[config.mk]
export PLATFORM = sky130hd
export DESIGN_NAME = frac_clk_div
export DESIGN_NICKNAME = d
export VERILOG_FILES = /design/src/rtl/frac_clk_div.sv
export SDC_FILE = /design/constraint.sdc
export NUM_CORES = 1
export LEC_CHECK = 0
export ABC_AREA = 1
export ABC_CLOCK_PERIOD_IN_PS = 4830
export BUFFER_PORTS_ARGS = -buffer_cell sky130_fd_sc_hd__buf_2
export CAP_MARGIN = 25
export CORE_ASPECT_RATIO = 1.5
export CORE_MARGIN = 5
export CORE_UTILIZATION = 60
export CTS_BUF_LIST = sky130_fd_sc_hd__clkbuf_8
export DETAILED_ROUTE_END_ITERATION = 10
export PLACE_DENSITY = 0.88
export SLEW_MARGIN = 15
export SYNTH_ARGS = -nofsm -noshare
export SYNTH_HDL_FRONTEND = slang
export SYNTH_SLANG_ARGS = --single-unit
[constraint.sdc]
create_clock -name clk -period 4.83 [get_ports clk]
set_clock_uncertainty 0.1 [all_clocks]
set_input_delay 0.483 -clock clk [delete_from_list [all_inputs] [get_ports clk]]
set_output_delay 0.483 -clock clk [all_outputs]
set_load 0.01 [all_outputs]
[src/rtl/frac_clk_div.sv]
module frac_clk_div #(
  parameter int DIV_W = 7
) (
  input  logic        clk,
  input  logic        rst_n,
  input  logic        tick_xtal,
  input  logic        tick_pll1,
  input  logic        tick_pll2,
  input  logic [14:0] cfg,
  input  logic        en,
  output logic        div_pulse
);
  localparam int CODE_LO = 8;
  localparam int PSEL    = 13;
  localparam int ESEL    = 14;

  logic [14:0]      act;
  logic [1:0]       pre_cnt;
  logic             half;
  logic [DIV_W-1:0] div_cnt;
  logic             pulse_q;

  wire [DIV_W-1:0] a_div  = act[DIV_W-1:0];
  wire [1:0]       a_code = act[CODE_LO+1:CODE_LO];
  wire legal = (a_code != 2'd0) && (a_div >= DIV_W'(2));
  wire src   = !act[ESEL] ? tick_xtal : (act[PSEL] ? tick_pll2 : tick_pll1);

  wire [1:0] pre_len = (a_code == 2'd1) ? 2'd2 :
                       (a_code == 2'd3) ? 2'd3 : (half ? 2'd3 : 2'd2);
  wire pre_done   = src && (2'(pre_cnt + 2'd1) == pre_len);
  wire period_end = pre_done && (DIV_W'(div_cnt + 1'b1) == a_div);

  always_ff @(posedge clk or negedge rst_n) begin
    if (!rst_n) begin
      act     <= '0;
      pre_cnt <= '0;
      half    <= 1'b0;
      div_cnt <= '0;
      pulse_q <= 1'b0;
    end else if (!en || !legal) begin
      act     <= cfg;
      pre_cnt <= '0;
      half    <= 1'b0;
      div_cnt <= '0;
      pulse_q <= 1'b0;
    end else begin
      pulse_q <= period_end;
      if (src) begin
        if (pre_done) begin
          pre_cnt <= '0;
          if (a_code == 2'd2) half <= ~half;
          if (period_end) begin
            div_cnt <= '0;
            act     <= cfg;
          end else begin
            div_cnt <= DIV_W'(div_cnt + 1'b1);
          end
        end else begin
          pre_cnt <= 2'(pre_cnt + 2'd1);
        end
      end
    end
  end

  assign div_pulse = pulse_q;
endmodule


==> results of run 1 <==
per-stage QoR:
stage	cells	worst slack, ns	utilization	hold WS [ns]
floorplan	194	3.01	-	0.0874
global placement	228	2.40	0.661	0.367
detailed placement	228	2.29	0.661	0.378
CTS	232	2.30	0.692	0.0898
global route	233	2.39	0.704	0.0975
finish	233	2.58	0.704	0.0733
path summary, 6_finish.rpt:
| kind | depth (start not counted) | slack, ns | startpoint | end |
|---|---|---|---|---|
| min in group clk | 3 | 0.31 | cfg[8] | act[8]$_DFFE_PN0P_ |
| worst max-delay path | 11 | 2.58 | div_cnt[0]$_DFFE_PN0P_ | act[2]$_DFFE_PN0P_ |
| worst max register to register | 11 | 2.58 | div_cnt[0]$_DFFE_PN0P_ | act[2]$_DFFE_PN0P_ |
| max in group asynchronous | 1 | 4.22 | rst_n | act[9]$_DFFE_PN0P_ |
| worst min register to register | 2 | 0.44 | act[14]$_DFFE_PN0P_ | act[14]$_DFFE_PN0P_ |
| worst min-delay path | 1 | 0.07 | rst_n | div_cnt[5]$_DFFE_PN0P_ |
power breakdown:
part	switching [µW]	total, µW	internal, µW
clock	62.4	173	111
combinational	97.3	152	55.1
sequential	28.0	238	210
cell usage in the layout, fill, tap and decap left out:
master	Yosys	layout
sky130_fd_sc_hd__nor2_1	5	5
sky130_fd_sc_hd__nand2_1	62	62
sky130_fd_sc_hd__o22ai_1	1	1
sky130_fd_sc_hd__buf_2	2	17
sky130_fd_sc_hd__nand4_1	2	2
sky130_fd_sc_hd__clkinv_1	1	1
sky130_fd_sc_hd__nand3b_1	2	2
sky130_fd_sc_hd__dfrtp_1	22	22
sky130_fd_sc_hd__o21ai_0	2	2
sky130_fd_sc_hd__o21a_1	1	1
sky130_fd_sc_hd__inv_2	2	2
sky130_fd_sc_hd__a21oi_1	8	8
sky130_fd_sc_hd__ha_1	1	1
sky130_fd_sc_hd__nor2_4	2	2
sky130_fd_sc_hd__o21bai_2	1	1
sky130_fd_sc_hd__nand2_2	6	6
sky130_fd_sc_hd__nand3_2	10	10
sky130_fd_sc_hd__buf_16	0	1
sky130_fd_sc_hd__inv_1	22	22
sky130_fd_sc_hd__a22oi_1	1	1
sky130_fd_sc_hd__o21bai_1	2	2
sky130_fd_sc_hd__bufinv_16	0	1
sky130_fd_sc_hd__clkbuf_8	0	3
sky130_fd_sc_hd__o21ai_1	1	1
sky130_fd_sc_hd__nand3_1	30	30
sky130_fd_sc_hd__nor2_2	3	3
sky130_fd_sc_hd__nand2_4	1	1
kinds of logic (layout without fill, tap and decap cells):
| family | count (synthesis) | after routing | synth area share |
|---|---|---|---|
| AO/OA/AOI/OAI | 17 | 17 | 0.0717 |
| adder cells (fa/ha/maj) | 1 | 1 | 0.00875 |
| buffers and inverters | 31 | 47 | 0.101 |
| flip-flops | 22 | 22 | 0.385 |
| AND/OR/NAND/NOR | 123 | 123 | 0.433 |
area by class of cell:
cell class	instances	area, µm²
multi-input combinational	141	734
fill	168	668
sequential	22	551
timing repair buffer	18	113
inverter	25	93.8
clock buffer	3	41.3
clock inverter	1	30.0
tap	23	28.8
sequential cells by signal, indices dropped and copies added (netlist names):
register,flops
act,11
div_cnt,7
pre_cnt,2
half,1
div_pulse,1
per-layer routing:
| metal | GRT usage | vias to the layer above | part of all wire |
|---|---|---|---|
| li1 | - | 655 | - |
| met1 | 0.233 | 618 | 0.36 |
| met2 | 0.334 | 53 | 0.54 |
| met3 | 0.0280 | 12 | 0.061 |
| met4 | 0.114 | 0 | 0.038 |
| met5 | 0 | - | 0 |
critical path: stages (launching register included):
cell and delay [ns]:
sky130_fd_sc_hd__dfrtp_1 0.45, sky130_fd_sc_hd__ha_1 0.35, sky130_fd_sc_hd__inv_1 0.07, sky130_fd_sc_hd__nand2_1 0.06, sky130_fd_sc_hd__nand2_1 0.04, sky130_fd_sc_hd__nor2_1 0.10
sky130_fd_sc_hd__nand3_1 0.13, sky130_fd_sc_hd__nor2_4 0.14, sky130_fd_sc_hd__nand3_1 0.11, sky130_fd_sc_hd__o21bai_2 0.40, sky130_fd_sc_hd__nand2_1 0.13, sky130_fd_sc_hd__nand2_1 0.09
==> results.py, run 1 <==
metrics = {
    "status": {
        "outcome": "finished clean",
    },
    "power_and_ir_drop": {
        "vdd_drop_max_mv": 0.360,
        "total_power_uw": 564,
        "power-per-cell-area_nw_per_um2": 354,
        "power.static_leakage_uw": 0.000841,
    },
    "clock_tree": {
        "clock_sinks": 22,
        "cts-htree-levels": 1,
        "ctsLongestPathBuffers": 2,
        "holdBufCountCts": 0,
        "post_cts_buffers": 0,
        "cts.reportedPaths.clkPinSlew_ns": 0.09,
        "tritoncts": "built",
        "cts_buffers": 3,
        "clock_latency_of_the_later_clocked_register_in_the_worst_skew_pair_ns": 0.26,
        "clock_tree.root_cell": "sky130_fd_sc_hd__clkbuf_8",
        "number_of_instances_resized_during_post_cts_repair": 0,
    },
    "drt": {
        "detail_route.wirelength_um": 3240,
        "vias": 1338,
        "via_per_inst": 5.74,
        "drtPass1Iterations": 4,
        "remaining_drc_errors": 0,
        "initialDrtViolationCount": 46,
        "antenna_left": 0,
        "route.detailed.wl_per_inst_um": 13.9,
    },
    "yosys": {
        "synth.top_cell.area_share": 0.385,
        "dominantRegCellSynth": "sky130_fd_sc_hd__dfrtp_1",
        "synth_edf_count": 0,
        "postSynthCellCount": 194,
        "post_synth.cell_area_avg_um2": 7.37,
        "netlist_area_um2": 1430,
        "number_of_distinct_library_cells_after_synthesis": 27,
        "yosys-top-cells-area": "sky130_fd_sc_hd__dfrtp_1 (38%), sky130_fd_sc_hd__nand2_1 (16%), sky130_fd_sc_hd__nand3_1 (10%)",
        "count_of_yosys_warnings_during_synthesis": 0,
        "library_cell_with_the_highest_instance_count_after_synthesis": "sky130_fd_sc_hd__nand2_1",
        "synth_common_cells": "sky130_fd_sc_hd__nand2_1 (62), sky130_fd_sc_hd__nand3_1 (30), sky130_fd_sc_hd__dfrtp_1 (22), sky130_fd_sc_hd__inv_1 (22), sky130_fd_sc_hd__nand3_2 (10)",
        "yosysTopAreaCell": "sky130_fd_sc_hd__dfrtp_1",
        "postSynthNetCount": 216,
        "async_flop_share": 1.00,
        "seq_area_frac_synth": 0.385,
        "postSynthRegisterBits": 22,
    },
    "die": {
        "design.die.area_um2": 3480,
        "io_pins": 22,
        "die_width_um": 49.9,
        "dieHeight_um": 69.8,
        "placeableCoreArea_um2": 2260,
        "initial_utilization": 0.633,
        "rows": 21,
    },
    "placement": {
        "dp.final_hpwl_um": 2220,
        "placed_cell_area_um2": 1490,
        "number_of_port_buffers": 17,
        "globalplace.congestion": 0.814,
    },
    "worst_setup_path": {
        "setup.worst_path.end_class": "register",
        "setup.worst_path.class": "reg2reg",
        "critPathArrivalTime_ns": 2.35,
        "critical_path_peak_fanout": 11,
        "worst_ep_required_time_ns": 4.93,
        "critPathLaunchType": "register",
    },
    "global_routing": {
        "antenna_found_initial": 0,
        "grt_pass1_wl_um": 5560,
        "grt_overflow": 0,
        "via_count_of_the_first_global_routing_pass": 1327,
        "grtUsageTotal": 0.199,
        "grt_start_max_net_pins": 37,
    },
    "sta": {
        "report.final.setup_viol": 0,
        "fin_setup_tns_ns": 0,
        "max_clock_freq_mhz": 445,
        "final-hold-violation-count": 0,
        "timing.slew.headroom": 0.668,
        "post-route-period-util": 0.466,
        "rsz_0062_raised_after_global_routing": "false",
        "pin_slew_with_the_least_headroom_to_its_limit_ns": 0.497,
        "final.min_clock_period_ns": 2.25,
        "report.final.slew_viol_count": 0,
    },
    "min_path": {
        "min-delay-path-class": "in2async",
    },
    "final_layout": {
        "finalNetCount": 233,
        "fin_area_um2": 1590,
        "antenna-diode-count": 0,
        "flow.area_growth_from_synthesis_pct": 11.3,
        "fraction_of_layout_cells_with_a_size_suffix_above_1": 0.224,
    },
    "run": {
        "maxCapViolCount": 0,
    },
}
No activity file was read; power rests on OpenSTA's default activity.
==> inputs of run 2 (changes only) <==
--- a/config.mk
+++ b/config.mk
@@ -6,15 +6,15 @@
 export NUM_CORES = 1
 export LEC_CHECK = 0
 export ABC_AREA = 1
-export ABC_CLOCK_PERIOD_IN_PS = 4830
+export ABC_CLOCK_PERIOD_IN_PS = 2000
 export BUFFER_PORTS_ARGS = -buffer_cell sky130_fd_sc_hd__buf_2
 export CAP_MARGIN = 25
 export CORE_ASPECT_RATIO = 1.5
 export CORE_MARGIN = 5
-export CORE_UTILIZATION = 60
+export CORE_UTILIZATION = 53
 export CTS_BUF_LIST = sky130_fd_sc_hd__clkbuf_8
 export DETAILED_ROUTE_END_ITERATION = 10
-export PLACE_DENSITY = 0.88
+export PLACE_DENSITY = 0.82
 export SLEW_MARGIN = 15
 export SYNTH_ARGS = -nofsm -noshare
 export SYNTH_HDL_FRONTEND = slang
==> constraint.sdc (replaced) <==
create_clock -name clk -period 2 [get_ports clk]
set_clock_uncertainty 0.1 [all_clocks]
set_input_delay 0.2 -clock clk [delete_from_list [all_inputs] [get_ports clk]]
set_output_delay 0.2 -clock clk [all_outputs]
set_load 0.01 [all_outputs]
==> results.py, run 2 (synthesis results as in run 1) <==
metrics = {
    "drt": {
        "vias": 1297,
        "via_per_inst": 5.13,
        "antenna_left": 0,
        "route.detailed.wl_per_inst_um": 11.9,
        "detail_route.wirelength_um": 3020,
        "drtPass1Iterations": 4,
        "initialDrtViolationCount": 27,
        "remaining_drc_errors": 0,
    },
    "global_routing": {
        "grtUsageMet1": 0.209,
        "grtUsageMet3": 0.0243,
        "grt.busiest_layer": "met2",
        "grt_overflow": 0,
        "grt_pass1_wl_um": 5290,
        "via_count_of_the_first_global_routing_pass": 1254,
        "grt_start_max_net_pins": 23,
        "globalRouteMet2Util": 0.327,
        "antenna_found_initial": 0,
        "grtUsageTotal": 0.179,
    },
    "final_layout": {
        "layout_top_registers": "act (11), div_cnt (7), pre_cnt (2)",
        "fraction_of_layout_cells_with_a_size_suffix_above_1": 0.292,
        "regMostFlops": "act",
        "sequential_cell_area_um2": 551,
        "fillCellCount": 232,
        "final_cell_count_no_fill": 253,
        "most-common-layout-cells": "sky130_fd_sc_hd__nand2_1 (56), sky130_fd_sc_hd__nand3_1 (27), sky130_fd_sc_hd__dfrtp_1 (22), sky130_fd_sc_hd__inv_1 (21), sky130_fd_sc_hd__buf_2 (17)",
        "multi_input_comb_area_um2": 793,
        "mostFrequentLayoutCell": "sky130_fd_sc_hd__nand2_1",
        "finalNetCount": 239,
        "largest_register_ffs": 11,
        "flow.area_growth_from_synthesis_pct": 20.6,
        "antenna-diode-count": 0,
    },
    "sta": {
        "timing.slew.headroom": 0.664,
        "postLayoutSetupSlackWorst_ns": 0.0820,
        "final.min_clock_period_ns": 1.92,
        "post-route-period-util": 0.959,
        "report.final.slew_viol_count": 0,
        "pin_slew_with_the_least_headroom_to_its_limit_ns": 0.503,
        "max_clock_freq_mhz": 521,
        "report.final.setup_viol": 0,
        "rsz_0062_raised_after_global_routing": "true",
        "final-hold-violation-count": 0,
    },
    "worst_setup_path": {
        "critPathArrivalTime_ns": 2.03,
        "setup.worst_path.class": "reg2reg",
        "critPathLaunchType": "register",
        "critical_path_peak_fanout": 5,
        "worst_ep_required_time_ns": 2.11,
        "setup.worst_path.end_class": "register",
    },
    "status": {
        "outcome": "finished clean",
    },
    "clock_tree": {
        "cts-htree-levels": 1,
        "ctsLongestPathBuffers": 2,
        "clock_latency_of_the_later_clocked_register_in_the_worst_skew_pair_ns": 0.27,
        "cts_buffers": 3,
        "cts.reportedPaths.clkPinSlew_ns": 0.08,
        "clock_tree.root_cell": "sky130_fd_sc_hd__clkbuf_8",
        "clock_sinks": 22,
        "tritoncts": "built",
    },
    "die": {
        "placeableCoreArea_um2": 2650,
        "design.die.area_um2": 3860,
        "die_width_um": 52.4,
        "rows": 23,
        "initial_utilization": 0.540,
        "io_pins": 22,
        "dieHeight_um": 73.6,
    },
    "placement": {
        "dp.final_hpwl_um": 2090,
        "number_of_port_buffers": 17,
        "globalplace.congestion": 0.840,
        "place_ws_ns": 0.0834,
        "placedCellCount": 247,
    },
    "power_and_ir_drop": {
        "power-per-cell-area_nw_per_um2": 821,
        "sequentialPowerShare": 0.404,
        "vdd_drop_max_mv": 0.632,
        "clock_power_share": 0.295,
        "power.static_leakage_uw": 0.000867,
        "power.combinational.fraction": 0.301,
        "power.net_switching_uw": 463,
        "swShare": 0.327,
        "internal-power_uw": 953,
    },
    "min_path": {
        "min-delay-path-class": "in2reg",
    },
    "run": {
        "maxCapViolCount": 0,
    },
}
==> run 2: cell types whose count changed in the layout (fill, tap and decap cells not counted), moves of 3 or more <==
cell / delta
sky130_fd_sc_hd__nand2_1: -6
sky130_fd_sc_hd__buf_4: +4
sky130_fd_sc_hd__nand3_2: +3
sky130_fd_sc_hd__nand3_1: -3
sky130_fd_sc_hd__nand2_2: +6
==> run 2: path summary, 6_finish.rpt <==
check	startpoint	to	slack (ns)	depth (start not counted)
min reg2reg	act[14]$_DFFE_PN0P_	act[14]$_DFFE_PN0P_	0.44	2
max in group asynchronous	rst_n	div_cnt[0]$_DFFE_PN0P_	1.13	2
min	cfg[6]	act[6]$_DFFE_PN0P_	0.02	3
max reg2reg	div_cnt[1]$_DFFE_PN0P_	act[9]$_DFFE_PN0P_	0.08	12
min in group asynchronous	rst_n	act[13]$_DFFE_PN0P_	0.33	2
max	div_cnt[1]$_DFFE_PN0P_	act[9]$_DFFE_PN0P_	0.08	12
==> run 2: cell type report <==
| cell class | instances | share of cell area |
|---|---|---|
| inverters | 25 | 0.0544 |
| multi-input cells | 141 | 0.460 |
| clock inverters | 1 | 0.0174 |
| flip-flops and latches | 22 | 0.319 |
| well taps | 37 | 0.0268 |
| repair buffers | 24 | 0.0986 |
| clock buffers | 3 | 0.0239 |
==> run 2: worst max-delay path, cell delays in order, from the launching register on <==
cell	delay [ns]
sky130_fd_sc_hd__dfrtp_1	0.44
sky130_fd_sc_hd__ha_4	0.30
sky130_fd_sc_hd__inv_2	0.03
sky130_fd_sc_hd__nand2_1	0.04
sky130_fd_sc_hd__nand2_1	0.04
sky130_fd_sc_hd__nor2_1	0.09
sky130_fd_sc_hd__nand3_1	0.11
sky130_fd_sc_hd__nor2_4	0.12
sky130_fd_sc_hd__nand3_2	0.09
sky130_fd_sc_hd__o21bai_4	0.21
sky130_fd_sc_hd__clkbuf_16	0.18
sky130_fd_sc_hd__nand2_2	0.04
sky130_fd_sc_hd__nand2_1	0.04
==> run 2: power by group through the flow <==
stage	clock, µW	combinational [µW]	sequential [µW]
detailed placement	0	371	574
finish	418	426	573
global route	441	483	582
global placement	0	362	571
floorplan	0	279	562
CTS	424	378	565
==> run 2: per-stage QoR <==
stage               cell area (µm²)  hold WS, ns   util  setup TNS (ns)  power [µW]
global placement               1560       0.0843  0.589               0         933
floorplan                      1430       -0.196      -               0         842
global route                   1730       0.0317  0.652          -0.344        1510
detailed placement             1560       0.0914  0.589               0         945
CTS                            1640       0.0181  0.620               0        1370
finish                         1730       0.0183  0.652               0        1420
==> run 2: what timing repair did <==
action / 4_1_cts / 5_1_grt
resized for setup: 0 / 13
setup endpoints to repair: 0 / 18
hold buffers: 1 / 0
buffers inserted: 0 / 0
endpoints found under the hold margin: 22 / 0
==> run 2: metal layers <==
metal  vias up  wire length [µm]
met1       600              1220
li1        667                 -
met2        26              1630
met3         4               133
met5         -                 0
met4         0                31
